[src/rtl/dsadc_pkg.sv]
package dsadc_pkg;
  typedef enum logic [1:0] {
    PH_IDLE  = 2'd0,
    PH_ZERO  = 2'd1,
    PH_INTEG = 2'd2,
    PH_DEINT = 2'd3
  } phase_e;
endpackage

[src/rtl/dsadc_ctrl.sv]
module dsadc_ctrl
  import dsadc_pkg::*;
#(
  parameter int RES_W     = 8,
  parameter int AZ_CYCLES = 16,
  parameter int CW        = 9
) (
  input  logic          clk,
  input  logic          rst_n,
  input  logic          start_i,
  input  logic          cmp_zero_i,
  output phase_e        phase_o,
  output logic [CW-1:0] cnt_o,
  output logic          finish_o,
  output logic          ovr_evt_o
);
  localparam logic [CW-1:0] AZ_LAST  = CW'(AZ_CYCLES - 1);
  localparam logic [CW-1:0] INT_LAST = CW'((1 << RES_W) - 1);
  localparam logic [CW-1:0] OVR_LIM  = CW'(1 << RES_W);

  phase_e        state_q, state_d;
  logic [CW-1:0] cnt_q, cnt_d;
  logic          cnt_en;

  always_comb begin
    state_d   = state_q;
    cnt_d     = cnt_q + 1'b1;
    cnt_en    = 1'b0;
    finish_o  = 1'b0;
    ovr_evt_o = 1'b0;
    unique case (state_q)
      PH_IDLE: begin
        if (start_i) begin
          state_d = PH_ZERO;
          cnt_d   = '0;
          cnt_en  = 1'b1;
        end
      end
      PH_ZERO: begin
        cnt_en = 1'b1;
        if (cnt_q == AZ_LAST) begin
          state_d = PH_INTEG;
          cnt_d   = '0;
        end
      end
      PH_INTEG: begin
        cnt_en = 1'b1;
        if (cnt_q == INT_LAST) begin
          state_d = PH_DEINT;
          cnt_d   = '0;
        end
      end
      PH_DEINT: begin
        if (cmp_zero_i) begin
          state_d  = PH_IDLE;
          finish_o = 1'b1;
        end else if (cnt_q == OVR_LIM) begin
          state_d   = PH_IDLE;
          finish_o  = 1'b1;
          ovr_evt_o = 1'b1;
        end else begin
          cnt_en = 1'b1;
        end
      end
      default: state_d = PH_IDLE;
    endcase
  end

  always_ff @(posedge clk or negedge rst_n) begin
    if (!rst_n) begin
      state_q <= PH_IDLE;
      cnt_q   <= '0;
    end else begin
      state_q <= state_d;
      if (cnt_en) cnt_q <= cnt_d;
    end
  end

  assign phase_o = state_q;
  assign cnt_o   = cnt_q;

  // A start arriving during integration must not restart the sequence.
  p_start_ignored_r9: assert property (@(posedge clk) disable iff (!rst_n)
    (state_q == PH_INTEG && start_i) |=> (state_q != PH_ZERO));

  // The discharge counter never runs past the overrange limit.
  p_cnt_bound_r7: assert property (@(posedge clk) disable iff (!rst_n)
    (state_q == PH_DEINT) |-> (cnt_q <= OVR_LIM));
endmodule

[src/rtl/dsadc_capture.sv]
module dsadc_capture #(
  parameter int RES_W = 8,
  parameter int CW    = 9
) (
  input  logic             clk,
  input  logic             rst_n,
  input  logic             finish_i,
  input  logic             ovr_evt_i,
  input  logic [CW-1:0]    cnt_i,
  output logic [RES_W-1:0] result_o,
  output logic             ovr_o,
  output logic             done_o
);
  logic [RES_W-1:0] res_d;
  logic             wide;

  always_comb begin
    wide  = |cnt_i[CW-1:RES_W];
    res_d = (wide || ovr_evt_i) ? '1 : cnt_i[RES_W-1:0];
  end

  always_ff @(posedge clk or negedge rst_n) begin
    if (!rst_n) begin
      result_o <= '0;
      ovr_o    <= 1'b0;
      done_o   <= 1'b0;
    end else begin
      done_o <= finish_i;
      if (finish_i) begin
        result_o <= res_d;
        ovr_o    <= ovr_evt_i;
      end
    end
  end

  p_done_pulse_r8: assert property (@(posedge clk) disable iff (!rst_n)
    done_o |=> !done_o);

  p_hold_r8: assert property (@(posedge clk) disable iff (!rst_n)
    (!finish_i && done_o) |=> ($stable(result_o) && $stable(ovr_o)));
endmodule

[src/rtl/dsadc_seq.sv]
module dsadc_seq
  import dsadc_pkg::*;
#(
  parameter int RES_W     = 8,
  parameter int AZ_CYCLES = 16
) (
  input  logic             clk,
  input  logic             rst_n,
  input  logic             start_i,
  input  logic             cmp_zero_i,
  output logic             sw_input_o,
  output logic             sw_ref_o,
  output logic             sw_zero_o,
  output logic [RES_W-1:0] result_o,
  output logic             busy_o,
  output logic             done_o,
  output logic             ovr_o
);
  localparam int AZ_W = $clog2(AZ_CYCLES);
  localparam int CW   = (RES_W + 1 > AZ_W) ? RES_W + 1 : AZ_W;

  logic [1:0]    rst_sync;
  logic          rst_int_n;
  phase_e        phase;
  logic [CW-1:0] cnt;
  logic          finish, ovr_evt;

  always_ff @(posedge clk or negedge rst_n) begin
    if (!rst_n) rst_sync <= 2'b00;
    else        rst_sync <= {rst_sync[0], 1'b1};
  end
  assign rst_int_n = rst_sync[1];

  dsadc_ctrl #(.RES_W(RES_W), .AZ_CYCLES(AZ_CYCLES), .CW(CW)) u_ctrl (
    .clk        (clk),
    .rst_n      (rst_int_n),
    .start_i    (start_i),
    .cmp_zero_i (cmp_zero_i),
    .phase_o    (phase),
    .cnt_o      (cnt),
    .finish_o   (finish),
    .ovr_evt_o  (ovr_evt)
  );

  dsadc_capture #(.RES_W(RES_W), .CW(CW)) u_cap (
    .clk       (clk),
    .rst_n     (rst_int_n),
    .finish_i  (finish),
    .ovr_evt_i (ovr_evt),
    .cnt_i     (cnt),
    .result_o  (result_o),
    .ovr_o     (ovr_o),
    .done_o    (done_o)
  );

  assign sw_zero_o  = (phase == PH_ZERO);
  assign sw_input_o = (phase == PH_INTEG);
  assign sw_ref_o   = (phase == PH_DEINT);
  assign busy_o     = (phase != PH_IDLE);

  p_switch_excl_r10: assert property (@(posedge clk) disable iff (!rst_int_n)
    $onehot0({sw_input_o, sw_ref_o, sw_zero_o}));

  p_start_zero_r2: assert property (@(posedge clk) disable iff (!rst_int_n)
    (!busy_o && start_i) |=> sw_zero_o);

  p_ref_after_input_r4: assert property (@(posedge clk) disable iff (!rst_int_n)
    $rose(sw_ref_o) |-> $past(sw_input_o));

  p_ovr_sat_r7: assert property (@(posedge clk) disable iff (!rst_int_n)
    (done_o && ovr_o) |-> (&result_o));
endmodule

[config.mk]
export PLATFORM = sky130hd
export DESIGN_NAME = dsadc_seq
export DESIGN_NICKNAME = d
export VERILOG_FILES = /design/src/rtl/dsadc_pkg.sv /design/src/rtl/dsadc_ctrl.sv /design/src/rtl/dsadc_capture.sv /design/src/rtl/dsadc_seq.sv
export SDC_FILE = /design/constraint.sdc
export NUM_CORES = 1
export LEC_CHECK = 0
export ABC_AREA = 1
export BUFFER_PORTS_ARGS = -buffer_cell sky130_fd_sc_hd__buf_2
export CORE_ASPECT_RATIO = 0.7
export CORE_MARGIN = 2
export CORE_UTILIZATION = 57
export CTS_CLUSTER_DIAMETER = 150
export DETAILED_ROUTE_END_ITERATION = 7
export PLACE_DENSITY = 0.82
export SLEW_MARGIN = 20
export SYNTH_ARGS = -nofsm -noshare
export SYNTH_HDL_FRONTEND = slang
export SYNTH_SLANG_ARGS = --single-unit
[constraint.sdc]
create_clock -name clk -period 2 [get_ports clk]
set_clock_uncertainty 0.2 [all_clocks]
set_input_delay 0.1 -clock clk [delete_from_list [all_inputs] [get_ports clk]]
set_output_delay 0.1 -clock clk [all_outputs]
set_load 0.01 [all_outputs]
Yosys cells after proc, flatten, opt, wreduce, memory -nomap -nowiden --
Cells that the tools add are included.
Word-level totals: RAM bits 0, input port bits 4, flip-flop bits (word level) 23, logic and storage cells 42, output and inout port bits 14, latch bits 0, memory bits (read-only) 0, memories 0
Operators by class: bitwise logic cells 0, muxes and demuxes 20, $add $sub $neg 1, $mul 0, shift-type cells 0, magnitude comparators 0, eq/ne operators 10, divide/modulo/power cells 0, reduce and logical (&&, ||, !) cells 5
Operators by type and width (number):
- $mux 9 | 3
- $pmux 9 s3 | 1
- $mux 2 | 5
- $add 9x1->9 const B | 1
- $eq 9x4->1 const B | 1
- $eq 9x8->1 const B | 1
- $eq 9x9->1 const B | 1
- $mux 1 | 8
- $mux 8 | 1
- $pmux 2 s4 | 1
- $eq 2x2->1 const B | 2
- $ne 2x1->1 const B | 2
- $reduce_and 4->1 | 1
- $ne 3x2->1 const B | 1
- $pmux 1 s3 | 1
- $eq 2x1->1 const B | 1
- $logic_not 2->1 | 1
- $ne 2x2->1 const B | 1
- $reduce_bool 2->1 | 1
- $reduce_or 2->1 | 1
- $logic_or 1x1->1 | 1

Depth between registers and ports, before layout --
depth after elaboration 6, mapped depth 12

By module --
A second synthesis with hierarchy kept.
Unflattened totals: cells, all modules 171, area total of the unflattened synthesis 1351.3 um2
By module, submodules not included:
- dsadc_ctrl | seq. area each 275.3 um2, cells an instance 121, area an instance 870.8 um2, times used 1
- dsadc_capture | seq. area each 250.2 um2, cells an instance 40, area an instance 400.4 um2, times used 1
- dsadc_seq | seq. area each 50.0 um2, cells an instance 10, area an instance 80.1 um2, times used 1

Worst setup path before layout --
OpenSTA, ideal clock, no wires.
kind register to register, from register u_ctrl.cnt_q[0], in the netlist u_ctrl.cnt_o[0], to register u_ctrl.state_q[1], in the netlist u_ctrl.phase_o[1], data arrival time 1.603 ns, cell stages (with the launch flop) 12, period minus slack after synthesis 1.926 ns, setup time 0.123 ns, slack 0.074 ns, cell sequence dfrtp_1 -> ha_1 -> nand2_1 -> nor3_1 -> inv_1 -> nor2_1 -> ha_1 -> nor2_1 -> a21oi_1 -> nand3_1 -> nor2_1 -> a21oi_1
On the way: word-level cells in the longest chain between the ends 3, elaborated cells on any way between the ends 7, classes of those cells eq/ne: 6; reduce/logical: 1
Ends and longest elaborated chain:
- start, declared | line dsadc_ctrl.sv:22 | logic [CW-1:0] cnt_q, cnt_d;
- start signal, assigned | line dsadc_ctrl.sv:75 | if (cnt_en) cnt_q <= cnt_d;
- $eq 9x9->1 (tied with other cells) | line dsadc_ctrl.sv:57 | end else if (cnt_q == OVR_LIM) begin
- $ne 3x2->1 (no line) or $ne 2x1->1 (tied branches)
- $reduce_and 4->1 (no line) (*)
- end signal, assigned | line dsadc_ctrl.sv:74 | state_q <= state_d;
- end, declared | line dsadc_ctrl.sv:21 | phase_e state_q, state_d;
Every way passes the cells marked *; elsewhere a longest branch is shown, timed or not. A chain may end at the register's enable or synchronous reset.

Worst setup path in the final report --
from register u_ctrl.cnt_q[1], in the netlist u_ctrl.cnt_o[1], to register u_ctrl.state_q[1], in the netlist u_ctrl.phase_o[1]
The elaborated chain is that of the path after synthesis.

==> metrics.cfg <==
[run_status]
outcome=finished, violations left
violations=hold timing, setup timing

[global_routing]
track_usage=0.226
antenna_found_initial=0
grt_max_degree=22
grt_pass1_vias=1054
grt_overflow=0
grt_first_pass_wirelength_mm=4.50

[power]
share_seq_of_total_power=0.280
p_sw_mw=1.25
leakage_nw=0.799
ir_drop_uv=986
p_sw_frac=0.481
p_clk_frac=0.085
power_frac_comb=0.636
p_per_area_nw_per_um2=1570
internal-power_mw=1.34

[floorplan]
fp.dieArea_um2=2700
io_pins=18
die_h_um=44.1
fp.dieW_um=61.2
rows=14
core_area_um2=2150
start_util=0.607

[yosys]
yosys_warnings=0
yosys.area.top_type=dfrtp_1
synth_top_area_share=0.440
ys_ff_latch=23
avgSynthCellArea_um2=8.44
ys_top_cells_by_area=dfrtp_1 (44%), nand2_1 (8.6%), ha_1 (7.7%)
ys_types=26
syn_inst=155
synth_nets=167
synth_area_um2=1310
ys_seq_area_frac=0.440

[routing]
drc=0
wl_per_cell_um=14.3
via_count=1173
routed_wl_mm=3.18
vias_per_cell=5.26
drtIter0Drc=92
first_pass_iters=4
postRouteAntennaNets=0

[critical_path]
worst_ep_arrival_time_ps=2120
worst_setup_path_end_kind=flop
worst-path-max-fanout=4
worst_setup_path_start_kind=flop
critical_path_class=reg -> reg
worst_ep_required_time_ps=2010
reg2reg_slack_ps=-110

[job]
max_cap_violations=0

[timing]
maxSlewViolCount=0
min_period_over_period=1.05
rsz0062_at_grt=true
fmax_mhz=474
fin_ws_ps=-110
finalSetupViolations=11
fin_hold_ws_ps=-7.78
period_minus_slack_ps=2110
finalHoldViolCount=13

[placement]
place_area_um2=1480
port_buffers=17
gp_congestion=0.870
place_hpwl_mm=2.07

[cts]
clkTransAtPathRegs_ps=130
cts_inserted_buffers=3
ctsRootBufferMaster=clkbuf_4
cts_sinks=23
clock_path_buffers=2
cts_tree=done
insertion_delay_ps=320
htreeDepth=1

[cells_and_area]
areaGrowthSynthToFinish_pct=26.5
fin_util=0.768
drive_above_1_share=0.361
nNetsFinal=204
num_antenna_cells=0
final_area_um2=1650
nFillCells=141

[hold_path]
hold_class=reg -> async

-- cells by family after synthesis --
| group | after synthesis | synth area share |
|---|---|---|
| simple gates | 78 | 0.293 |
| buf+inv | 23 | 0.0727 |
| flops | 23 | 0.440 |
| compound gates | 21 | 0.108 |
| fa+ha+maj | 8 | 0.0766 |
| xor+xnor | 1 | 0.00670 |
| other cells | 1 | 0.00287 |
-- state kept, by name, summed over array words and instances (netlist names) --
| name | count |
|---|---|
| u_cap.ovr_o | 1 |
| u_ctrl.phase_o | 2 |
| u_cap.done_o | 1 |
| u_cap.result_o | 8 |
| u_ctrl.cnt_o | 9 |
| rst_sync | 2 |
-- timing repair --
| item | in CTS | in global routing |
|---|---|---|
| endpoints found under the hold margin | 2 | 0 |
| buffers inserted | 1 | 7 |
| resized for setup | 3 | 15 |
| endpoints found under the setup margin | 7 | 13 |
| hold buffers | 2 | 0 |
| pin swaps | 1 | 10 |
-- area by class of cell --
cell class / instances / area, µm² / share of cell area
Clock buffer: 3 / 22.5 / 0.0136
Clock inverter: 1 / 5.00 / 0.00303
Inverter: 22 / 88.8 / 0.0537
Multi-Input combinational cell: 109 / 687 / 0.415
Sequential cell: 23 / 576 / 0.348
Tap cell: 32 / 40.0 / 0.0242
Timing Repair Buffer: 33 / 235 / 0.142
-- cells in the final DEF (no fill, tap or decap), types with 2 or more instances in the layout --
cell type,n
nand3_1,6
dlygate4sd3_1,2
inv_2,7
ha_2,3
nor2_4,4
nand3b_1,2
buf_2,17
a21oi_4,2
inv_1,13
clkbuf_4,3
ha_1,5
o21ai_1,7
dfrtp_1,23
nand3_2,3
a31oi_1,8
nand2_1,29
nor2_2,5
nand2_2,2
nor2_1,21
nand2_4,3
buf_4,12
buf_12,2
-- critical path: stages, from the launching register on --
cell and delay, ps:
dfrtp_1 380, ha_2 210, nand2_2 70, nor3_2 210
inv_1 100, nor2_2 150, ha_2 210, nor2_2 70
a21oi_2 120, nand3_2 120, nor2_1 100, a21oi_1 50
-- routing by layer --
layer	share of wire	GRT usage	wire (µm)	vias up
li1	-	-	-	565
met1	0.44	0.314	1400	558
met2	0.49	0.360	1560	41
met3	0.048	0.0526	153	9
met4	0.021	0.0565	67	0
met5	0	0	0	-
-- synth_stat cells --
cell / number
nand3_1: 8
o21ai_1: 5
a21oi_4: 2
inv_1: 15
xor2_1: 1
dfrtp_1: 23
conb_1: 1
a22oi_1: 1
nand4_1: 1
nor2_4: 3
clkinv_2: 1
a21oi_1: 2
nand3b_1: 2
ha_1: 8
nand2_2: 1
buf_6: 1
inv_2: 6
nor2_2: 3
o21ai_0: 2
a31oi_1: 8
nor2_1: 24
nand2_4: 4
o22ai_1: 1
nand2_1: 30
nor3_1: 1
nand3_2: 1
-- final timing paths --
kind                                        startpoint                             to  depth (start not counted)
hold / removal                   rst_sync[1]$_DFF_PN0_  u_cap.result_o[6]$_DFFE_PN0P_                          1
min in group clk                            cmp_zero_i        u_cap.ovr_o$_DFFE_PN0P_                          5
max in group asynchronous                        rst_n          rst_sync[1]$_DFF_PN0_                          3
hold reg to reg                  rst_sync[1]$_DFF_PN0_  u_cap.result_o[6]$_DFFE_PN0P_                          1
setup / recovery           u_ctrl.cnt_o[1]$_DFFE_PN0P_  u_ctrl.phase_o[1]$_DFFE_PN0P_                         11
setup reg to reg           u_ctrl.cnt_o[1]$_DFFE_PN0P_  u_ctrl.phase_o[1]$_DFFE_PN0P_                         11
-- metrics by stage --
stage,power (mW),setup WS (ps),hold WS (ps),cells,setup TNS (ps)
2_1_floorplan,1.71,73.6,-396,155,0
3_3_place_gp,2.04,37.9,-315,209,0
3_5_place_dp,2.10,-81.0,-313,209,-149
4_1_cts,2.33,42.0,8.17,216,0
5_1_grt,2.78,-223,26.2,223,-1680
6_report,2.59,-110,-7.78,223,-543
-- power groups by stage --
| stage | Sequential, mW | Combinational [mW] | Clock (mW) |
|---|---|---|---|
| 6_report | 0.725 | 1.65 | 0.219 |
| 3_3_place_gp | 0.722 | 1.32 | 0 |
| 3_5_place_dp | 0.736 | 1.36 | 0 |
| 5_1_grt | 0.745 | 1.80 | 0.239 |
| 4_1_cts | 0.723 | 1.39 | 0.220 |
| 2_1_floorplan | 0.777 | 0.937 | 0 |
(Power assumes the default switching activity.)
